## src/rtl/tmr_evt_pkg.sv

```systemverilog
package tmr_evt_pkg;

  localparam int STAT_W = 8;
  localparam int NUM_CH = 2;

  // status bit positions
  localparam int B_UPD = 0;
  localparam int B_CH  = 1;   // channel c uses bit B_CH + c
  localparam int B_COM = 5;
  localparam int B_TRG = 6;
  localparam int B_BRK = 7;

  // register map
  localparam logic [1:0] A_STAT    = 2'd0;
  localparam logic [1:0] A_IEN     = 2'd1;
  localparam logic [1:0] A_CC_BASE = 2'd2;

  // edge selection for a capture input: 00 rise, 01 fall, 1x both
  function automatic logic edge_sel(input logic prev, input logic cur,
                                    input logic [1:0] pol);
    logic up, dn;
    up = cur & ~prev;
    dn = prev & ~cur;
    case (pol)
      2'b00:   edge_sel = up;
      2'b01:   edge_sel = dn;
      default: edge_sel = up | dn;
    endcase
  endfunction

endpackage

```

## src/rtl/tmr_evt_count.sv

```systemverilog
module tmr_evt_count #(
  parameter int CNT_W = 16,
  parameter int REP_W = 8
) (
  input  logic             clk,
  input  logic             rst_n,
  input  logic [CNT_W-1:0] reload,
  input  logic [REP_W-1:0] rep_cfg,
  input  logic             udis,
  input  logic             urs,
  input  logic             ug,
  input  logic             gated,
  input  logic             trg_in,
  output logic [CNT_W-1:0] cnt_q,
  output logic             cnt_en,
  output logic             ovf,
  output logic             rep_zero,
  output logic             upd_evt,
  output logic             trg_evt
);

  logic             trg_q;
  logic [REP_W-1:0] rep_q;
  logic             trg_up, trg_dn, restart;

  function automatic logic [REP_W-1:0] rep_next(input logic [REP_W-1:0] cur,
                                                input logic [REP_W-1:0] cfg);
    return (cur == '0) ? cfg : cur - REP_W'(1);
  endfunction

  always_comb begin
    trg_up   = trg_in & ~trg_q;
    trg_dn   = trg_q & ~trg_in;
    cnt_en   = gated ? trg_in : 1'b1;
    restart  = ug | (~gated & trg_up);
    ovf      = ~restart & cnt_en & (cnt_q == reload);
    rep_zero = (rep_q == '0);
    trg_evt  = gated ? (trg_up | trg_dn) : trg_up;
    upd_evt  = ~udis & ((ovf & rep_zero) | (restart & ~urs));
  end

  always_ff @(posedge clk or negedge rst_n) begin
    if (!rst_n) begin
      trg_q <= 1'b0;
      cnt_q <= '0;
      rep_q <= '0;
    end else begin
      trg_q <= trg_in;
      if (restart) begin
        cnt_q <= '0;
        rep_q <= rep_cfg;
      end else if (ovf) begin
        cnt_q <= '0;
        rep_q <= rep_next(rep_q, rep_cfg);
      end else if (cnt_en) begin
        cnt_q <= cnt_q + CNT_W'(1);
      end
    end
  end

  // a software restart leaves the counter at zero
  p_ug_zero_r9: assert property (@(posedge clk) disable iff (!rst_n)
    ug |=> (cnt_q == '0));

  // gated with the trigger low and no restart, the count holds
  p_gate_hold_r9: assert property (@(posedge clk) disable iff (!rst_n)
    (gated && !trg_in && !ug) |=> $stable(cnt_q));

endmodule

```

## src/rtl/tmr_evt_chan.sv

```systemverilog
module tmr_evt_chan
  import tmr_evt_pkg::*;
#(
  parameter int CNT_W = 16
) (
  input  logic             clk,
  input  logic             rst_n,
  input  logic [CNT_W-1:0] cnt,
  input  logic             cnt_en,
  input  logic             ovf,
  input  logic [CNT_W-1:0] reload,
  input  logic             cap_mode,
  input  logic [1:0]       pol,
  input  logic             ic_in,
  input  logic             wr_cc,
  input  logic [CNT_W-1:0] wdata,
  output logic [CNT_W-1:0] ccr_q,
  output logic             cap_evt,
  output logic             cmp_evt
);

  logic ic_q;

  always_comb begin
    cap_evt = cap_mode & edge_sel(ic_q, ic_in, pol);
    cmp_evt = ~cap_mode &
              ((ccr_q > reload) ? ovf : (cnt_en & (cnt == ccr_q)));
  end

  always_ff @(posedge clk or negedge rst_n) begin
    if (!rst_n) begin
      ic_q  <= 1'b0;
      ccr_q <= '0;
    end else begin
      ic_q <= ic_in;
      if (cap_evt)    ccr_q <= cnt;
      else if (wr_cc) ccr_q <= wdata;
    end
  end

  // a capture stores the counter value present at the edge
  p_cap_load_r7: assert property (@(posedge clk) disable iff (!rst_n)
    cap_evt |=> (ccr_q == $past(cnt)));

endmodule

```

## src/rtl/tmr_evt_flags.sv

```systemverilog
module tmr_evt_flags
  import tmr_evt_pkg::*;
(
  input  logic              clk,
  input  logic              rst_n,
  input  logic [STAT_W-1:0] set_i,
  input  logic [STAT_W-1:0] clr_i,
  output logic [STAT_W-1:0] stat_q
);

  always_ff @(posedge clk or negedge rst_n) begin
    if (!rst_n) stat_q <= '0;
    else        stat_q <= set_i | (stat_q & ~clr_i);
  end

  for (genvar b = 0; b < STAT_W; b++) begin : g_bit
    // a hardware set wins over a same-cycle clear
    p_set_wins_r2: assert property (@(posedge clk) disable iff (!rst_n)
      set_i[b] |=> stat_q[b]);
    // a clear with no set empties the flag
    p_clr_takes_r2: assert property (@(posedge clk) disable iff (!rst_n)
      (clr_i[b] && !set_i[b]) |=> !stat_q[b]);
  end

endmodule

```

## src/rtl/tmr_evt_stat.sv

```systemverilog
module tmr_evt_stat
  import tmr_evt_pkg::*;
#(
  parameter int CNT_W = 16,   // also the bus data width, at least 8
  parameter int REP_W = 8
) (
  input  logic               clk,
  input  logic               rst_n,
  input  logic [1:0]         bus_addr,
  input  logic               bus_wr,
  input  logic               bus_rd,
  input  logic [CNT_W-1:0]   bus_wdata,
  output logic [CNT_W-1:0]   bus_rdata,
  input  logic [CNT_W-1:0]   reload,
  input  logic [REP_W-1:0]   rep_cfg,
  input  logic               udis,
  input  logic               urs,
  input  logic               ug,
  input  logic [NUM_CH-1:0]  ch_mode,
  input  logic [2*NUM_CH-1:0] ch_pol,
  input  logic [NUM_CH-1:0]  ic_in,
  input  logic               brk_in,
  input  logic               trg_in,
  input  logic               gated,
  input  logic               com_stb,
  output logic               irq
);

  logic [CNT_W-1:0]  cnt;
  logic              cnt_en, ovf, rep_zero, upd_evt, trg_evt;
  logic [NUM_CH-1:0] ch_hit, ch_rdclr;
  logic [CNT_W-1:0]  ccr_q [NUM_CH];
  logic [STAT_W-1:0] stat_set, stat_clr, stat_q, ien_q;
  logic              wr_stat;

  tmr_evt_count #(.CNT_W(CNT_W), .REP_W(REP_W)) u_cnt (
    .clk, .rst_n, .reload, .rep_cfg, .udis, .urs, .ug, .gated, .trg_in,
    .cnt_q(cnt), .cnt_en, .ovf, .rep_zero, .upd_evt, .trg_evt
  );

  for (genvar gi = 0; gi < NUM_CH; gi++) begin : g_ch
    logic wr_cc, sel_cc, cap_evt, cmp_evt;
    assign sel_cc = (bus_addr == A_CC_BASE + 2'(gi));
    assign wr_cc  = bus_wr & sel_cc;
    assign ch_rdclr[gi] = bus_rd & sel_cc & ch_mode[gi];
    assign ch_hit[gi]   = cap_evt | cmp_evt;

    tmr_evt_chan #(.CNT_W(CNT_W)) u_ch (
      .clk, .rst_n, .cnt, .cnt_en, .ovf, .reload,
      .cap_mode(ch_mode[gi]), .pol(ch_pol[2*gi +: 2]), .ic_in(ic_in[gi]),
      .wr_cc, .wdata(bus_wdata), .ccr_q(ccr_q[gi]), .cap_evt, .cmp_evt
    );

    // an out-of-range compare value flags on overflow
    p_cmp_ovf_r6: assert property (@(posedge clk) disable iff (!rst_n)
      (!ch_mode[gi] && (ccr_q[gi] > reload) && ovf) |=> stat_q[B_CH+gi]);
    // a read in capture mode with no new event clears the flag
    p_rd_clear_r8: assert property (@(posedge clk) disable iff (!rst_n)
      (bus_rd && sel_cc && ch_mode[gi] && !ch_hit[gi]) |=> !stat_q[B_CH+gi]);
  end

  assign wr_stat  = bus_wr & (bus_addr == A_STAT);
  assign stat_set = {brk_in, trg_evt, com_stb, 2'b00, ch_hit, upd_evt};
  assign stat_clr = (wr_stat ? ~bus_wdata[STAT_W-1:0] : '0) |
                    {{(STAT_W-NUM_CH-1){1'b0}}, ch_rdclr, 1'b0};

  tmr_evt_flags u_flags (
    .clk, .rst_n, .set_i(stat_set), .clr_i(stat_clr), .stat_q
  );

  always_ff @(posedge clk or negedge rst_n) begin
    if (!rst_n)                            ien_q <= '0;
    else if (bus_wr && bus_addr == A_IEN) ien_q <= bus_wdata[STAT_W-1:0];
  end

  always_comb begin
    case (bus_addr)
      A_STAT:  bus_rdata = CNT_W'(stat_q);
      A_IEN:   bus_rdata = CNT_W'(ien_q);
      2'd2:    bus_rdata = ccr_q[0];
      default: bus_rdata = ccr_q[1];
    endcase
  end

  assign irq = |(stat_q & ien_q);

  // reserved status bits stay zero
  p_rsvd_zero_r1: assert property (@(posedge clk) disable iff (!rst_n)
    stat_q[4:3] == 2'b00);
  // an active break leaves the flag set whatever software writes
  p_brk_set_r3: assert property (@(posedge clk) disable iff (!rst_n)
    brk_in |=> stat_q[B_BRK]);
  // an ungated rising trigger sets its flag
  p_trg_rise_r4: assert property (@(posedge clk) disable iff (!rst_n)
    (!gated && $rose(trg_in)) |=> stat_q[B_TRG]);
  // the COM strobe sets its flag
  p_com_set_r5: assert property (@(posedge clk) disable iff (!rst_n)
    com_stb |=> stat_q[B_COM]);
  // an overflow at repetition zero raises the update flag
  p_upd_ovf_r10: assert property (@(posedge clk) disable iff (!rst_n)
    (ovf && rep_zero && !udis) |=> stat_q[B_UPD]);
  // update-disable blocks every update source
  p_upd_block_r11: assert property (@(posedge clk) disable iff (!rst_n)
    udis |-> !upd_evt);

endmodule

```

## config.mk

```make
export PLATFORM = sky130hd
export DESIGN_NAME = tmr_evt_stat
export DESIGN_NICKNAME = d
export VERILOG_FILES = /design/src/rtl/tmr_evt_pkg.sv /design/src/rtl/tmr_evt_count.sv /design/src/rtl/tmr_evt_chan.sv /design/src/rtl/tmr_evt_flags.sv /design/src/rtl/tmr_evt_stat.sv
export SDC_FILE = /design/constraint.sdc
export NUM_CORES = 1
export LEC_CHECK = 0
export ABC_AREA = 1
export BUFFER_PORTS_ARGS = -buffer_cell sky130_fd_sc_hd__buf_2
export CORE_ASPECT_RATIO = 0.5
export CORE_MARGIN = 3
export CORE_UTILIZATION = 25
export CTS_CLUSTER_SIZE = 24
export DETAILED_ROUTE_END_ITERATION = 8
export SYNTH_ARGS = -nofsm -noshare
export SYNTH_HDL_FRONTEND = slang
export SYNTH_HIERARCHICAL = 1
export SYNTH_SLANG_ARGS = --single-unit
export TNS_END_PERCENT = 1
```

## constraint.sdc

```tcl
create_clock -name clk -period 2.5 [get_ports clk]
set_input_delay 0.75 -clock clk [delete_from_list [all_inputs] [get_ports clk]]
set_output_delay 0.75 -clock clk [all_outputs]
set_load 0.05 [all_outputs]
```

* Word level (Yosys, flattened, before mapping)
Cells that the tools add are included.
Word-level totals: flip-flop bits (word level) 75, output and inout bits 17, word-level logic and storage cells 99, input port bits 61
Cells by class: reductions and logical operators 10, multiplexer cells 18, add/sub/neg operators 2, equality and inequality tests 8, $lt $le $gt $ge 2, bitwise logic cells 50
Operators by type and width (number):
- $mux W16 | 7
- $eq A16 B16 Y1 | 3
- $pmux W16 S3 | 1
- $gt A16 B16 Y1 | 2
- $mux W8 | 4
- $and A1 B1 Y1 | 25
- $add A16 B1 Y16 const B | 1
- $and A8 B8 Y8 | 2
- $not A8 Y8 | 2
- $not A1 Y1 | 12
- $logic_not A8 Y1 | 1
- $or A8 B3 Y8 | 1
- $or A8 B8 Y8 | 1
- $reduce_or A8 Y1 | 1
- $sub A8 B1 Y8 const B | 1
- $or A1 B1 Y1 | 7
- $eq A2 B1 Y1 const B | 3
- $logic_not A2 Y1 | 3
- $reduce_bool A2 Y1 | 3
- $eq A2 B2 Y1 const B | 2
- $mux W1 | 4
- $pmux W1 S2 | 2
- $reduce_bool A3 Y1 | 1
- $logic_and A1 B1 Y1 | 1

* Logic depth before layout (Yosys ltp)
depth after elaboration 11, mapped depth 17, mapped depth without buffers 17

* Modules after synthesis
The synthesis kept the hierarchy.
Modules (own cells, without submodules):
- tmr_evt_chan | sequential area each 425.4 µm², cells each 220, instances 2, area each 1614.0 µm²
- tmr_evt_count | sequential area each 625.6 µm², cells each 334, instances 1, area each 2021.9 µm²
- tmr_evt_stat | sequential area each 200.2 µm², cells each 141, instances 1, area each 817.0 µm²
- tmr_evt_flags | sequential area each 200.2 µm², cells each 40, instances 1, area each 320.3 µm²

* Worst setup path before layout
Ideal clock, no wire load.
path kind input-to-output, start point input port bus_addr[1], end point output port bus_rdata[4], arrival time 1.653 ns, cell stages on the path 5, data required time 1.750 ns, buffers on the path 2, slack 0.097 ns, cells stage by stage buf_4 -> inv_2 -> buf_4 -> nand3_1 -> nand4_1
Between the ends: cells in the longest elaborated chain, start to end 2, elaborated cells between the ends (all ways) 4, those cells by class 2 x eq/ne; 1 x mux; 1 x reduce/logical
RTL lines:
- from (decl) | line tmr_evt_stat.sv:9 | input logic [1:0] bus_addr,
- $eq A2 B2 Y1 (tied with other cells) | line tmr_evt_stat.sv:77 | case (bus_addr)
- $pmux W16 S3 (*) | line tmr_evt_stat.sv:77
- to (decl) | line tmr_evt_stat.sv:13 | output logic [CNT_W-1:0] bus_rdata,
Mark *: on every way between the ends. The rest lies on a longest branch, timed or not.

* Worst setup path after layout
start point input port bus_addr[1], end point output port bus_rdata[7]
Same word-level chain as after synthesis.

==> reports/qor.yml <==
clocking:
  cts_root_buf: "clkbuf_16"
  path_clk_slew_ps: 60
  cts.sinks: 75
  cts_buffers: 9
  cts_tree: "done"
  cts.htree.levels: 3
  ctsLongestPathBuffers: 2
  clkLatencyLatePin_ps: 350
synth:
  synth_sequential_area_ratio: 0.2938
  synth_area_mm2: 0.006387
  synth-edff-count: 0
  avgSynthCellArea_um2: 6.688
  ys_ff_latch: 75
  synth_area_leaders: "dfrtp_1 29%, nand2_1 18%, inv_1 9.0%, nand3_1 8.5%, ha_1 7.8%"
  synth.distinct_cells: 37
  synth_cells: 955
  ys_warn_count: 6
  synth_top_area_share: 0.2938
  synth_top_flop_cell: "dfrtp_1"
  synth-async-reset-ratio: 1.000
  yosysTopAreaCell: "dfrtp_1"
placed_design:
  finalWeightedCongestion: 0.9275
  dpl_cell_area_mm2: 0.007254
  port_buffers: 77
  hpwl_mm: 17.31
global_routing:
  grt_max_degree: 39
  grt_pass1_wl_mm: 34.69
  track_usage: 0.1618
  antenna_found_initial: 1
  overflow: 0
  grt_pass1_vias: 6417
floorplanning:
  num_rows: 40
  coreArea_mm2: 0.02452
  initial_utilization: 0.2605
  io_pins: 78
  die_area_mm2: 0.02762
  die_x_um: 232.1
  die_h_um: 119.0
detailed_routing:
  drc: 0
  drtAntennaViolNets: 0
  via_count: 6570
  drt-wirelength-per-cell_um: 15.82
  dr.pass1.iters: 5
  via_per_inst: 4.723
  drt_iter0_drc: 434
  routed_wl_mm: 22.01
critical_path:
  cp-start-kind: "input port"
  cpMaxStageDelayCell: "clkbuf_4"
  crit_required_ps: 1750
  critPathKind: "input port to primary output"
  end_kind: "primary output"
  crit_chain: "buf_2 -> buf_4 -> nor2_4 -> nand2_1 -> nand4_1 -> clkbuf_4"
  cp_data_arrival_time_ps: 1690
  crit_fanout: 9
  slowest_delay_ps: 240
flow_run:
  drv_cap: 0
pwr:
  p_total_mw: 3.979
  p_comb_frac: 0.289
  p_leak_nw: 3.957
  p_int_mw: 2.549
  p_per_area_mw_per_mm2: 525.4
  irDropWorstVdd_uv: 246.8
  seq_power_share: 0.374
  clkPwrFrac: 0.337
  switching_share: 0.3595
  switching_power_mw: 1.431
sta:
  fin_crit_ps: 2444
  worstMarginPinSlew_ps: 543.0
  max_freq_mhz: 409.1
  fin_crit_sh: 0.9778
  final-setup-viol-count: 0
  rsz0062_at_grt: "true"
  maxSlewViolCount: 0
  skew_ps: 8.289
  hold_viol_final: 0
  slew_headroom: 0.6380
finish:
  postLayoutCellArea_mm2: 0.007574
  layout-drive-gt1-share: 0.1660
  fill_cells: 2695
  nets: 1150
  area_delta_synth_final_pct: 18.57
min_path:
  holdCritPathClass: "input port to async pin"
run_status:
  status: "finished clean"
-- cell usage after synthesis (all sizes together) (3+ instances only) --
master,number
o221ai,12
o21ai,19
ha,40
nor2,94
a21oi,18
inv,165
clkinv,3
xor2,14
o211ai,12
nand4,23
xnor2,7
o22ai,6
nor3,9
or2,3
nand3,112
nand2,314
dfrtp,75
buf,20
-- per-layer routing --
| layer | vias up | share of wire | track usage |
|---|---|---|---|
| met4 | 0 | 0.022 | 0.05294 |
| met2 | 235 | 0.45 | 0.2592 |
| li1 | 3211 | - | - |
| met1 | 3091 | 0.47 | 0.2198 |
| met5 | - | 0 | 0 |
| met3 | 33 | 0.062 | 0.02988 |
-- power groups by stage --
stage          logic, mW  clock network, mW  registers, mW
6_report            1.15               1.34           1.49
5_1_grt             1.30               1.43           1.50
3_3_place_gp        1.11                  0           1.51
3_5_place_dp        1.13                  0           1.51
2_1_floorplan      0.794                  0           1.45
4_1_cts             1.14               1.37           1.49
-- critical path: cells and delay by family --
family	cells	cell delay (ps)
buffers and inverters	3	530
AND/OR/NAND/NOR	3	410
-- flip-flops by register name, indices dropped and copies added (netlist names) --
signal           flops
g_ch.u_ch/ccr_q     32
u_cnt/cnt_q         16
ien_q                8
u_cnt/rep_q          8
u_flags/stat_q       8
g_ch.u_ch/ic_q       2
u_cnt/trg_q          1
-- area by class of cell --
type / instances / area, um^2 / area share
antenna: 1 / 2.502 / 0.0003304
clock buffer: 14 / 254.0 / 0.03354
clock inverter: 2 / 35.03 / 0.004626
inverter: 168 / 630.6 / 0.08326
multi-input combinational: 692 / 3714 / 0.4903
sequential: 75 / 1877 / 0.2478
tap: 336 / 420.4 / 0.05551
timing repair buffer: 103 / 640.6 / 0.08459
-- cell families after synthesis --
| kind of cell | synth area share |
|---|---|
| compound gates | 0.09128 |
| flops | 0.2938 |
| buf+inv | 0.1261 |
| simple gates | 0.3810 |
| xor+xnor | 0.02880 |
| other cells | 0.0005871 |
| fa+ha+maj | 0.07835 |
-- what timing repair did --
| item | 4_1_cts | 5_1_grt |
|---|---|---|
| setup buffers | 0 | 1 |
| resized for setup | 0 | 11 |
| setup endpoints to repair | 0 | 8 |
| hold buffers | 0 | 0 |
-- layout by cell type (no fill, tap or decap), drive strengths merged, types with 2 or more instances in the layout --
| master | n |
|---|---|
| nand2 | 314 |
| inv | 165 |
| nand3 | 112 |
| buf | 98 |
| nor2 | 94 |
| dfrtp | 75 |
| ha | 40 |
| nand4 | 23 |
| o21ai | 19 |
| clkbuf | 19 |
| a21oi | 18 |
| xor2 | 14 |
| o221ai | 12 |
| o211ai | 12 |
| nor3 | 9 |
| xnor2 | 7 |
| o22ai | 6 |
| clkinv | 4 |
| or2 | 3 |
| o21bai | 2 |
| a21o | 2 |
| a21boi | 2 |
| conb | 2 |
-- metrics by stage --
stage	cells	utilization	TNS (ps)	setup WS (ps)	hold WS (ps)
6_report	1391	0.3088	0	55.57	384.3
3_3_place_gp	1373	0.2958	0	21.06	491.6
5_1_grt	1391	0.3088	-8.789	-8.789	409.5
2_1_floorplan	956	-	0	96.54	454.4
3_5_place_dp	1373	0.2958	0	12.43	492.6
4_1_cts	1389	0.3076	0	7.976	392.8
-- path summary, 6_finish.rpt --
path,startpoint,end,slack [ps],cells after the start
max,bus_addr[1],bus_rdata[7],60,6
min,rst_n,ien_q[1]$_DFFE_PN0P_,380,1
max reg2reg,u_cnt/cnt_q[1]$_DFFE_PN0P_,u_flags/stat_q[1]$_DFF_PN0_,420,15
min reg2reg,ien_q[5]$_DFFE_PN0P_,ien_q[5]$_DFFE_PN0P_,510,2
max in group asynchronous,rst_n,u_cnt/rep_q[2]$_DFFE_PN0P_,1530,2
min in group clk,ien_q[5]$_DFFE_PN0P_,ien_q[5]$_DFFE_PN0P_,510,2
Power figures use the tool's default switching activity.
